**config.mk**
```make
export PLATFORM = sky130hd
export DESIGN_NAME = ac_addr_sel
export DESIGN_NICKNAME = d
export VERILOG_FILES = /design/src/rtl/ac_sel_pkg.sv /design/src/rtl/ac_ir_fields.sv /design/src/rtl/ac_cnt.sv /design/src/rtl/ac_src_mux.sv /design/src/rtl/ac_addr_sel.sv
export SDC_FILE = /design/constraint.sdc
export NUM_CORES = 1
export LEC_CHECK = 0
export BUFFER_PORTS_ARGS = -buffer_cell sky130_fd_sc_hd__buf_4
export CORE_MARGIN = 2
export CORE_UTILIZATION = 25
export CTS_BUF_LIST = sky130_fd_sc_hd__clkbuf_4 sky130_fd_sc_hd__clkbuf_8
export CTS_CLUSTER_SIZE = 28
export DETAILED_ROUTE_END_ITERATION = 8
export PLACE_DENSITY = 0.81
export SLEW_MARGIN = 15
export SYNTH_ARGS = -nofsm -noshare
export SYNTH_HDL_FRONTEND = slang
export SYNTH_SLANG_ARGS = --single-unit
```
**constraint.sdc**
```tcl
create_clock -name clk_i -period 1.75 [get_ports clk_i]
set_input_delay 0.35 -clock clk_i [delete_from_list [all_inputs] [get_ports clk_i]]
set_output_delay 0.35 -clock clk_i [all_outputs]
set_load 0.005 [all_outputs]
```
**src/rtl/ac_sel_pkg.sv**
```systemverilog
package ac_sel_pkg;
  typedef enum logic [1:0] {
    SRC_ACF = 2'd0,
    SRC_IDX = 2'd1,
    SRC_MA  = 2'd2,
    SRC_CNT = 2'd3
  } ac_src_e;
endpackage

```
**src/rtl/ac_ir_fields.sv**
```systemverilog
module ac_ir_fields #(
  parameter int WORD_W  = 36,
  parameter int OPC_W   = 9,
  parameter int AC_W    = 4,
  parameter int IDX_END = 17   // big-endian position of index LSB
) (
  input  logic [WORD_W-1:0] ir_i,
  output logic [AC_W-1:0]   acf_o,
  output logic [AC_W-1:0]   idx_o,
  output logic              ac_zero_o,
  output logic              idx_ind_o
);
  localparam int AcLsb  = WORD_W - OPC_W - AC_W;
  localparam int IdxLsb = WORD_W - 1 - IDX_END;
  localparam int IndBit = IdxLsb + AC_W;

  logic ind;
  logic unused_ir;

  assign acf_o     = ir_i[AcLsb +: AC_W];
  assign idx_o     = ir_i[IdxLsb +: AC_W];
  assign ind       = ir_i[IndBit];
  assign ac_zero_o = (acf_o == '0);
  assign idx_ind_o = ind | (|idx_o);
  assign unused_ir = ^{ir_i[WORD_W-1:AcLsb+AC_W], ir_i[IdxLsb-1:0]};
endmodule

```
**src/rtl/ac_cnt.sv**
```systemverilog
module ac_cnt #(
  parameter int AC_W = 4
) (
  input  logic            clk_i,
  input  logic            rst_ni,
  input  logic            clr_i,
  input  logic            load_i,
  input  logic            inc_i,
  input  logic [AC_W-1:0] load_val_i,
  output logic [AC_W-1:0] cnt_o
);
  logic [AC_W-1:0] cnt_d, cnt_q;

  // clear > load > increment
  always_comb begin
    cnt_d = cnt_q;
    if (clr_i)       cnt_d = '0;
    else if (load_i) cnt_d = load_val_i;
    else if (inc_i)  cnt_d = cnt_q + 1'b1;
  end

  always_ff @(posedge clk_i or negedge rst_ni) begin
    if (!rst_ni) cnt_q <= '0;
    else         cnt_q <= cnt_d;
  end

  assign cnt_o = cnt_q;
endmodule

```
**src/rtl/ac_src_mux.sv**
```systemverilog
module ac_src_mux
  import ac_sel_pkg::*;
#(
  parameter int AC_W = 4
) (
  input  ac_src_e         sel_i,
  input  logic [AC_W-1:0] acf_i,
  input  logic [AC_W-1:0] idx_i,
  input  logic [AC_W-1:0] ma_lo_i,
  input  logic [AC_W-1:0] cnt_i,
  output logic [AC_W-1:0] addr_o
);
  always_comb begin
    unique case (sel_i)
      SRC_ACF: addr_o = acf_i;
      SRC_IDX: addr_o = idx_i;
      SRC_MA:  addr_o = ma_lo_i;
      default: addr_o = cnt_i;
    endcase
  end
endmodule

```
**src/rtl/ac_addr_sel.sv**
```systemverilog
module ac_addr_sel
  import ac_sel_pkg::*;
#(
  parameter int WORD_W  = 36,
  parameter int OPC_W   = 9,
  parameter int AC_W    = 4,
  parameter int MA_W    = 18,
  parameter int IDX_END = 17
) (
  input  logic              clk_i,
  input  logic              rst_ni,
  input  logic [1:0]        sel_i,
  input  logic [WORD_W-1:0] ir_i,
  input  logic [MA_W-1:0]   ma_i,
  input  logic [AC_W-1:0]   bus_i,
  input  logic              cnt_clr_i,
  input  logic              cnt_load_i,
  input  logic              cnt_inc_i,
  output logic [AC_W-1:0]   ac_addr_o,
  output logic              ma_in_ac_o,
  output logic              ac_zero_o,
  output logic              idx_ind_o
);
  logic [AC_W-1:0] acf, idx, cnt_q;

  ac_ir_fields #(
    .WORD_W(WORD_W), .OPC_W(OPC_W), .AC_W(AC_W), .IDX_END(IDX_END)
  ) u_fields (
    .ir_i      (ir_i),
    .acf_o     (acf),
    .idx_o     (idx),
    .ac_zero_o (ac_zero_o),
    .idx_ind_o (idx_ind_o)
  );

  ac_cnt #(.AC_W(AC_W)) u_cnt (
    .clk_i      (clk_i),
    .rst_ni     (rst_ni),
    .clr_i      (cnt_clr_i),
    .load_i     (cnt_load_i),
    .inc_i      (cnt_inc_i),
    .load_val_i (bus_i),
    .cnt_o      (cnt_q)
  );

  ac_src_mux #(.AC_W(AC_W)) u_mux (
    .sel_i   (ac_src_e'(sel_i)),
    .acf_i   (acf),
    .idx_i   (idx),
    .ma_lo_i (ma_i[AC_W-1:0]),
    .cnt_i   (cnt_q),
    .addr_o  (ac_addr_o)
  );

  // in range only if every bit above the accumulator address is clear
  assign ma_in_ac_o = ~(|ma_i[MA_W-1:AC_W]);
endmodule

```
==> metrics.csv, run 1 <==
stage;metric;value;unit
status;outcome;complete, no violations;
synth;Synth Cell Area;373;sq um
power_and_ir_drop;maximum vdd ir drop;0.384;mV
finish;Final Cell Area;751;sq um
critical_path;Crit. End Element;primary output;
global_route;Remaining Overflow, GRT;0;
placed_design;DP HPWL;1060;um
timing;Final Hold Viols;0;
placed_design;Port Buf Inserts;44;
routing;drc violations;0;
timing;Final WS setup;0.0595;ns
power_and_ir_drop;PwrDens;477;mW/mm^2
placed_design;worst slack at placement;0.0474;ns
synth;post-synthesis cell type count;18;
synth;Synth top cells by count;4 x dfrtp_1, 4 x mux4_2, 3 x nand2_1, 3 x nor2_1, 3 x nor4_1;
synth;share of flip-flops with an asynchronous set or reset;100;%
routing;drt wl/cell;12.2;um
synth;synth top area cells;dfrtp_1 27%, mux4_2 24%, mux2i_1 5.4%;
finish;Final #Nets;150;
timing;slew of the pin with the lowest slew margin;0.229;ns
placed_design;Post-Place Cell Area;718;sq um
floorplanning;die width;42.6;um
flow_run;Max Cap Viol;0;
timing;final setup vio count;0;
global_route;first-pass GRT wire length;1950;um
synth;EDFF count, synth;0;
routing;Final ANT Viol Nets;0;
synth;Synthesized Nets;101;
routing;vias per cell;4.92;
finish;Post-Route Utilization;55.6;%
timing;FMAX;0.592;GHz
clock_network;CTS tree;yes;
floorplanning;DIE HEIGHT;42.6;um
timing;Setup TNS Final;0;ns
floorplanning;Core Region;0.00135;sq mm
global_route;vias in the first global route;464;
routing;Detailed Route Iter0 Violations;3;
critical_path;Slowest-stage cell, CP;or4_4;
floorplanning;initial core utilization;27.6;%
critical_path;WS Path Type;in2out;
critical_path;R2R depth;4;
floorplanning;IO Pins;72;
critical_path;worst-path fanout max;1;
synth;YS warnings;0;
routing;first drt pass iteration count;2;
clock_network;CTS Buf Count;3;
placed_design;gpl congestion;0.693;
worst_hold_path;hold_sp;cnt_clr_i;
critical_path;worst path arrival time;1.34;ns
clock_network;clk buf depth;2;
clock_network;CTS sink count;4;
routing;via count;477;
synth;Synth Register Bits;4;
clock_network;clk_lat worst skew;0.24;ns
critical_path;Worst path max stage delay;0.52;ns
synth;Mean Syn Cell Area;10.7;sq um
clock_network;Root Buffer;clkbuf_4;
worst_hold_path;worst hold path cell count;2;
critical_path;start point of the critical path;ma_i[5];
global_route;largest net degree at the start of global routing;7;
critical_path;most used cell, CP;buf_4;
timing;Setup Skew;0.00455;ns
worst_hold_path;Hold/Removal Path Class;in2reg;
synth;Main synth FF type;dfrtp_1;
global_route;initial antenna violation count;0;
synth;Synth Instances;35;
critical_path;crit path cell chain;buf_4, or4_4, nor4_2, buf_4;
timing;ratio of final minimum period to clock period;96.6;%
timing;slew margin rel.;84.6;%
finish;layout cells sized above 1;64.6;%
clock_network;Reg clk slew, reported paths;0.04;ns
critical_path;worst r2r src;u_cnt.cnt_o[0];
critical_path;Worst R2R End;u_cnt.cnt_o[1];
timing;RSZ-0062 raised after global routing;false;
synth;post-synthesis sequential area ratio;26.8;%
synth;top-area cell type share of the netlist area;26.8;%
clock_network;CTS H-Tree Depth;1;
synth;largest area contributor in the netlist;dfrtp_1;
timing;Tmin final;1.69;ns
timing;Slew Viols, Final;0;
clock_network;post-cts repair resize count;0;
power_and_ir_drop;P_leak;0.376;nW
finish;Ant. Diodes;0;
global_route;all-layer global routing usage;14.5;%
critical_path;Worst Setup Start Kind;input pin;
critical_path;Worst EP required;1.40;ns
worst_hold_path;worst-case hold path end point;u_cnt.cnt_o[1];
finish;Area growth, synth to finish;101;%
finish;max reg flops;4;
routing;Detailed Route WL;1180;um
floorplanning;# rows;13;
critical_path;Worst R2R Setup Slack;0.45;ns
floorplanning;die area;0.00182;sq mm
## cells in the final DEF (no fill, tap or decap)
master	synthesis	routed
buf_4	0	44
a21oi_1	2	2
nor4_1	3	3
nand2_1	3	3
ha_1	1	1
mux2_1	1	1
nor3_1	1	1
nand4_1	1	1
mux2i_1	2	2
xor2_1	1	1
dfrtp_1	4	4
xnor2_1	2	2
nor4_2	1	1
or4_4	1	1
mux4_2	4	4
clkbuf_4	0	3
o21a_1	2	2
dlygate4sd3_1	0	1
nor2_1	3	3
inv_1	2	2
## metrics by stage
step / hold WS (ns) / power, W / instances
6_report: 0.292 / 0.000358 / 97
5_1_grt: 0.291 / 0.000382 / 97
4_1_cts: 0.287 / 0.000365 / 97
3_5_place_dp: 0.148 / 0.000247 / 93
3_3_place_gp: 0.146 / 0.000243 / 93
2_1_floorplan: 0.0544 / 0.000151 / 35
## power by group
group | switching (W) | internal [W]
registers | 0.00000719 | 0.000100
clock network | 0.0000357 | 0.0000765
logic | 0.0000415 | 0.0000968
total | 0.0000843 | 0.000274
## repair_timing
| action | 4_1_cts | 5_1_grt |
|---|---|---|
| endpoints found under the hold margin | 4 | 0 |
| setup buffers | 0 | 0 |
| hold buffers | 1 | 0 |
## cell type report
type / count / area [sq um]
multi-input cells: 28 / 262
fillers: 118 / 599
inverters: 2 / 7.51
clock buffers: 3 / 22.5
well taps: 15 / 18.8
flip-flops and latches: 4 / 100
repair buffers: 45 / 340
## how the worst max path moves through the flow
stage                       endpoint  cells after the start
after floorplan           ma_in_ac_o                      2
after global placement    ma_in_ac_o                      4
after detailed placement  ma_in_ac_o                      4
after CTS                 ma_in_ac_o                      4
after global routing      ma_in_ac_o                      4
final                     ma_in_ac_o                      4
## logic make-up after synthesis
kind of cell	synth area share (%)
adders and majority gates	3.36
xor gates and xnor gates	7.05
and+or+nand+nor	20.5
muxes	32.6
buffers and inverters	3.02
AOI/OAI and AO/OA	6.71
DFF	26.8
## critical path: cells and delay by family
family | cells | cell delay [ns]
buf+inv | 2 | 0.26
simple gates | 2 | 0.73
## layer usage
layer	vias to the layer above	GRT usage [%]	part of all wire, %
met5	-	0	0
li1	232	-	-
met4	0	11.3	2.3
met2	34	26.7	53
met1	207	12.4	31
met3	4	4.74	13
Power figures use the tool's default switching activity.
==> inputs of run 2 (changes only) <==
- CORE_UTILIZATION: 25 -> 28
- SYNTH_HIERARCHICAL: default -> 1
==> metrics.csv, run 2 <==
stage;metric;value;unit;change
critical_path;Crit. End Element;primary output;;unchanged
finish;filler instances;142;;was 118
routing;Detailed Route Iter0 Violations;6;;was 3
timing;slew of the pin with the lowest slew margin;0.235;ns;was 0.229 ns
global_route;initial antenna violation count;0;;unchanged
global_route;vias in the first global route;476;;was 464
clock_network;Root Buffer;clkbuf_4;;unchanged
finish;commonest non-fill, non-tap cell in the layout;buf_4;;unchanged
clock_network;clk buf depth;2;;unchanged
status;outcome;complete, no violations;;unchanged
critical_path;R2R depth;4;;unchanged
finish;Register Area;100;sq um;unchanged
timing;Final Hold Viols;0;;unchanged
routing;Detailed Route WL;1160;um;was 1180 um
placed_design;DP HPWL;1050;um;was 1060 um
critical_path;Worst R2R End;u_cnt/cnt_o[1];;was u_cnt.cnt_o[1]
routing;Final ANT Viol Nets;0;;unchanged
synth;synth top area cells;mux4_1 24%, dfrtp_1 22%, buf_4 13%;;was dfrtp_1 27%, mux4_2 24%, mux2i_1 5.4%
synth;Synth Cell Area;447;sq um;was 373 sq um
finish;Post-Route Utilization;50.7;%;was 55.6%
synth;post-synthesis sequential area ratio;22.4;%;was 26.8%
routing;drt wl/cell;11.8;um;was 12.2 um
critical_path;Worst R2R Setup Slack;0.44;ns;was 0.45 ns
routing;first drt pass iteration count;2;;unchanged
synth;post-synthesis cell type count;19;;was 18
global_route;largest net degree at the start of global routing;7;;unchanged
timing;Tmin final;1.63;ns;was 1.69 ns
critical_path;Slowest-stage cell, CP;mux4_1;;was or4_4
synth;Synth Instances;43;;was 35
floorplanning;# rows;14;;was 13
routing;drc violations;0;;unchanged
critical_path;worst path arrival time;1.28;ns;was 1.34 ns
critical_path;Worst path max stage delay;0.49;ns;was 0.52 ns
clock_network;Reg clk slew, reported paths;0.04;ns;about the same
finish;Multi-input gate area;274;sq um;was 262 sq um
critical_path;crit path cell chain;mux4_1, buf_4;;was buf_4, or4_4, nor4_2, buf_4
floorplanning;DIE HEIGHT;43.9;um;was 42.6 um
power_and_ir_drop;maximum vdd ir drop;0.285;mV;was 0.384 mV
synth;Synthesized Nets;109;;was 101
floorplanning;die area;0.00193;sq mm;was 0.00182 sq mm
worst_hold_path;hold_sp;cnt_clr_i;;unchanged
critical_path;WS Path Type;reg2out;;was in2out
finish;most frequent cells in the layout;44 x buf_4, 4 x nor2_1, 4 x dfrtp_1, 4 x mux4_1;;was 44 x buf_4, 4 x mux4_2, 4 x dfrtp_1
worst_hold_path;worst-case hold path end point;u_cnt/cnt_o[1];;was u_cnt.cnt_o[1]
synth;share of flip-flops with an asynchronous set or reset;100;%;unchanged
clock_network;CTS tree;yes;;unchanged
finish;layout cells sized above 1;58.5;%;was 64.6%
floorplanning;IO Pins;72;;unchanged
clock_network;clk_lat worst skew;0.23;ns;was 0.24 ns
routing;vias per cell;4.98;;was 4.92
finish;Area growth, synth to finish;71.1;%;was 101%
routing;via count;488;;was 477
floorplanning;Core Region;0.00151;sq mm;was 0.00135 sq mm
clock_network;CTS sink count;4;;unchanged
power_and_ir_drop;P_leak;0.398;nW;was 0.376 nW
synth;Main synth FF type;dfrtp_1;;unchanged
placed_design;placed insts;94;;was 93
critical_path;Worst EP required;1.40;ns;about the same
worst_hold_path;Hold/Removal Path Class;in2reg;;unchanged
synth;Synth top cells by count;8 x buf_4, 4 x dfrtp_1, 4 x mux4_1, 4 x nor2_1, 3 x nor4_1;;was 4 x dfrtp_1, 4 x mux4_2, 3 x nand2_1, 3 x nor2_1, 3 x nor4_1
worst_hold_path;worst hold path cell count;2;;unchanged
clock_network;CTS H-Tree Depth;1;;unchanged
critical_path;worst-path fanout max;4;;was 1
placed_design;Port Buf Inserts;44;;unchanged
flow_run;Max Cap Viol;0;;unchanged
finish;Final #Nets;150;;unchanged
finish;final std cells w/o fill;98;;was 97
synth;YS warnings;6;;was 0
finish;max reg flops;4;;unchanged
synth;cell with the most instances after synthesis;buf_4;;
synth;top-area cell type share of the netlist area;23.5;%;was 26.8%
timing;ratio of final minimum period to clock period;93.1;%;was 96.6%
placed_design;gpl congestion;0.703;;was 0.693
global_route;first-pass GRT wire length;1840;um;was 1950 um
floorplanning;initial core utilization;29.7;%;was 27.6%
timing;FMAX;0.614;GHz;was 0.592 GHz
synth;Mean Syn Cell Area;10.4;sq um;was 10.7 sq um
clock_network;CTS Buf Count;3;;unchanged
synth;largest area contributor in the netlist;mux4_1;;was dfrtp_1
finish;Ant. Diodes;0;;unchanged
floorplanning;die width;43.9;um;was 42.6 um
synth;Synth Register Bits;4;;unchanged
global_route;Remaining Overflow, GRT;0;;unchanged
global_route;all-layer global routing usage;13.0;%;was 14.5%
timing;slew margin rel.;84.2;%;was 84.6%
timing;Slew Viols, Final;0;;unchanged
timing;final setup vio count;0;;unchanged
critical_path;worst r2r src;u_cnt/cnt_o[0];;was u_cnt.cnt_o[0]
timing;Setup TNS Final;0;ns;unchanged
synth;EDFF count, synth;0;;unchanged
power_and_ir_drop;PwrDens;461;mW/mm^2;was 477 mW/mm^2
timing;Setup Skew;0.00136;ns;was 0.00455 ns
critical_path;Worst Setup Start Kind;register;;was input pin
timing;RSZ-0062 raised after global routing;false;;unchanged
## run 2: changes by cell type after synthesis, sizes merged
cell	previous run	this run
nor2	3	4
and4	0	1
clkbuf	1	0
or4	1	0
nand2	3	2
buf	0	9
## run 2: cell families (layout without fill, tap and decap cells)
family | after synthesis | after routing | share of synthesized area, %
xor gates and xnor gates | 3 | 3 | 5.88
buffers and inverters | 11 | 50 | 16.2
and+or+nand+nor | 13 | 13 | 16.5
DFF | 4 | 4 | 22.4
AOI/OAI and AO/OA | 4 | 4 | 5.60
adders and majority gates | 1 | 1 | 2.80
muxes | 7 | 7 | 30.5
## run 2: critical path: cells and delay by family, from the launching register on
kind                   cells  cell delay [ns]
buffers and inverters      1             0.15
muxes                      1             0.49
DFF                        1             0.41
## run 2: worst max-delay path by stage
stage                        start      endpoint  slack [ns]  depth (start not counted)
global route        u_cnt/cnt_o[0]  ac_addr_o[0]        0.07                          2
floorplan                 ir_i[18]  ac_addr_o[0]        0.44                          2
CTS                 u_cnt/cnt_o[1]  ac_addr_o[1]        0.11                          2
global placement          sel_i[0]  ac_addr_o[2]        0.25                          3
detailed placement        sel_i[0]  ac_addr_o[2]        0.24                          3
finish              u_cnt/cnt_o[1]  ac_addr_o[1]        0.12                          2
## run 2: cell type report
class / instances / share of cell area [%]
flip-flops and latches: 4 / 13.1
multi-input cells: 28 / 35.8
clock buffers: 3 / 2.95
inverters: 2 / 0.982
repair buffers: 45 / 44.5
well taps: 16 / 2.62
## run 2: repair_timing
item / CTS / global route
gates resized for setup: 0 / 0
endpoints found under the hold margin: 4 / 0
endpoints found under the setup margin: 0 / 0
setup buffers: 0 / 0
hold buffers: 1 / 0
## run 2: power by group
part           internal, W  switching, W
clock            0.0000763     0.0000319
sequential        0.000100    0.00000702
combinational    0.0000958     0.0000411
## run 2: through the flow
stage / instance area [sq um] / worst slack (ns) / total power, W / hold slack, ns
3_5_place_dp: 732 / 0.236 / 0.000246 / 0.147
5_1_grt: 764 / 0.0701 / 0.000386 / 0.296
2_1_floorplan: 447 / 0.445 / 0.000162 / 0.0544
6_report: 764 / 0.121 / 0.000352 / 0.304
4_1_cts: 764 / 0.109 / 0.000361 / 0.298
3_3_place_gp: 732 / 0.255 / 0.000241 / 0.145
## run 2: metal layers
layer	routed length (um)	share of wire (%)	global-route usage, %	up-vias
met5	0	0	0	-
met2	646	56	26.2	26
met3	175	15	5.42	0
met1	335	29	10.6	228
met4	0	0	5.45	0
li1	-	-	-	234
==> inputs of run 3 (changes only) <==
- CORE_UTILIZATION: 28 -> 27
- CTS_BUF_LIST: sky130_fd_sc_hd__clkbuf_4 sky130_fd_sc_hd__clkbuf_8 -> sky130_fd_sc_hd__clkbuf_8 sky130_fd_sc_hd__clkbuf_16
- PLACE_DENSITY: 0.81 -> 0.79
==> metrics.csv, run 3 (synthesis gave the netlist of run 2 again) <==
stage;metric;value;unit;change
status;outcome;complete, no violations;;unchanged
timing;Setup Skew;0.00221;ns;was 0.00136 ns
finish;Ant. Diodes;0;;unchanged
critical_path;worst path arrival time;1.26;ns;was 1.28 ns
critical_path;Worst Setup Start Kind;register;;unchanged
global_route;vias in the first global route;434;;was 476
critical_path;worst path bufs/invs;1;;unchanged
clock_network;clk_lat worst skew;0.21;ns;was 0.23 ns
timing;Setup TNS Final;0;ns;unchanged
finish;Multi-input gate area;274;sq um;unchanged
finish;Post-Route Utilization;51.4;%;was 50.7%
routing;Final ANT Viol Nets;0;;unchanged
floorplanning;die area;0.00200;sq mm;was 0.00193 sq mm
routing;first drt pass iteration count;2;;unchanged
routing;Detailed Route WL;1170;um;was 1160 um
finish;most frequent cells in the layout;44 x buf_4, 4 x nor2_1, 4 x dfrtp_1, 4 x mux4_1;;unchanged
critical_path;crit path cell chain;mux4_1, buf_4;;unchanged
placed_design;Post-Place Cell Area;732;sq um;unchanged
finish;commonest non-fill, non-tap cell in the layout;buf_4;;unchanged
routing;vias per cell;4.86;;was 4.98
timing;final setup vio count;0;;unchanged
finish;Register Area;100;sq um;unchanged
critical_path;Worst EP required;1.40;ns;about the same
global_route;Remaining Overflow, GRT;0;;unchanged
routing;Detailed Route Iter0 Violations;1;;was 6
floorplanning;DIE HEIGHT;44.7;um;was 43.9 um
power_and_ir_drop;maximum vdd ir drop;0.474;mV;was 0.285 mV
clock_network;Hold Buf Count CTS;1;;unchanged
flow_run;Max Cap Viol;0;;unchanged
placed_design;gpl congestion;0.714;;was 0.703
critical_path;Crit. End Element;primary output;;unchanged
clock_network;postcts setup bufs;0;;unchanged
clock_network;Root Buffer;clkbuf_8;;was clkbuf_4
finish;Area growth, synth to finish;75.4;%;was 71.1%
placed_design;worst slack at placement;0.228;ns;was 0.236 ns
floorplanning;# rows;14;;unchanged
finish;filler instances;153;;was 142
global_route;initial antenna violation count;0;;unchanged
clock_network;Reg clk slew, reported paths;0.03;ns;was 0.04 ns
finish;max reg flops;4;;unchanged
floorplanning;die width;44.7;um;was 43.9 um
global_route;all-layer global routing usage;12.0;%;was 13.0%
placed_design;placed insts;94;;unchanged
clock_network;CTS sink count;4;;unchanged
worst_hold_path;Hold/Removal Path Class;in2reg;;unchanged
timing;slew of the pin with the lowest slew margin;0.210;ns;was 0.235 ns
finish;final std cells w/o fill;98;;unchanged
finish;layout cells sized above 1;58.5;%;unchanged
floorplanning;Core Region;0.00152;sq mm;was 0.00151 sq mm
finish;Final Cell Area;783;sq um;was 764 sq um
timing;FMAX;0.622;GHz;was 0.614 GHz
routing;drt wl/cell;11.9;um;was 11.8 um
clock_network;CTS Buf Count;3;;unchanged
critical_path;Slowest-stage cell, CP;mux4_1;;unchanged
clock_network;post-cts repair resize count;0;;unchanged
finish;Final #Nets;150;;unchanged
timing;Tmin final;1.61;ns;was 1.63 ns
timing;Final WS setup;0.141;ns;was 0.121 ns
global_route;largest net degree at the start of global routing;7;;unchanged
clock_network;CTS H-Tree Depth;1;;unchanged
floorplanning;IO Pins;72;;unchanged
timing;RSZ-0062 raised after global routing;false;;unchanged
routing;via count;476;;was 488
clock_network;CTS tree;yes;;unchanged
placed_design;DP HPWL;1060;um;was 1050 um
critical_path;critical path's top delay family;multiplexers;;unchanged
power_and_ir_drop;P_leak;0.406;nW;was 0.398 nW
floorplanning;initial core utilization;29.3;%;was 29.7%
global_route;first-pass GRT wire length;1700;um;was 1840 um
timing;slew margin rel.;85.9;%;was 84.2%
timing;Final Hold Viols;0;;unchanged
critical_path;Worst path max stage delay;0.49;ns;about the same
timing;Slew Viols, Final;0;;unchanged
placed_design;Port Buf Inserts;44;;unchanged
critical_path;WS Path Type;reg2out;;unchanged
power_and_ir_drop;PwrDens;547;mW/mm^2;was 461 mW/mm^2
timing;ratio of final minimum period to clock period;91.9;%;was 93.1%
clock_network;clk buf depth;2;;unchanged
critical_path;worst-path fanout max;4;;unchanged
routing;drc violations;0;;unchanged
run 3: cell count changes in the layout (fill, tap and decap cells not counted):
cell	change
clkbuf_4	-3
clkbuf_8	+3
run 3: power by group:
part / internal, W / total [W] / switching (W)
sequential: 0.000100 / 0.000107 / 0.00000712
combinational: 0.0000958 / 0.000137 / 0.0000408
clock: 0.000146 / 0.000185 / 0.0000390
total: 0.000342 / 0.000429 / 0.0000869
run 3: final timing paths:
check                          startpoint  cells past startpoint             end  slack [ns]
min in group asynchronous          rst_ni                      2  u_cnt/cnt_o[3]        0.47
hold / removal                  cnt_clr_i                      2  u_cnt/cnt_o[0]        0.32
setup / recovery           u_cnt/cnt_o[0]                      2    ac_addr_o[0]        0.14
setup reg to reg           u_cnt/cnt_o[0]                      4  u_cnt/cnt_o[1]        0.42
hold reg to reg            u_cnt/cnt_o[2]                      2  u_cnt/cnt_o[2]        0.64
max in group asynchronous          rst_ni                      2  u_cnt/cnt_o[2]        1.18
run 3: metrics by stage:
step	hold WS, ns	total power, W
floorplan	0.0544	0.000162
global placement	0.146	0.000242
detailed placement	0.147	0.000246
CTS	0.311	0.000441
global route	0.321	0.000460
finish	0.322	0.000429
run 3: final cells by class:
cell class	instances	area share (%)
Tap cell	16	2.56
Inverter	2	0.958
Sequential cell	4	12.8
Clock buffer	3	5.27
Multi-Input combinational cell	28	35.0
Timing Repair Buffer	45	43.5
run 3: layer usage:
layer	vias up	share of wire [%]	track usage, %
met1	212	32	11.1
met3	0	16	4.49
met5	-	0	0
li1	235	-	-
met2	29	52	23.5
met4	0	0	3.64
run 3: worst register-to-register path, cell delays in order (launching register included):
cell and delay, ns:
dfrtp_1 0.41, ha_1 0.32, mux2_1 0.30, mux2i_1 0.13
nor2_1 0.06
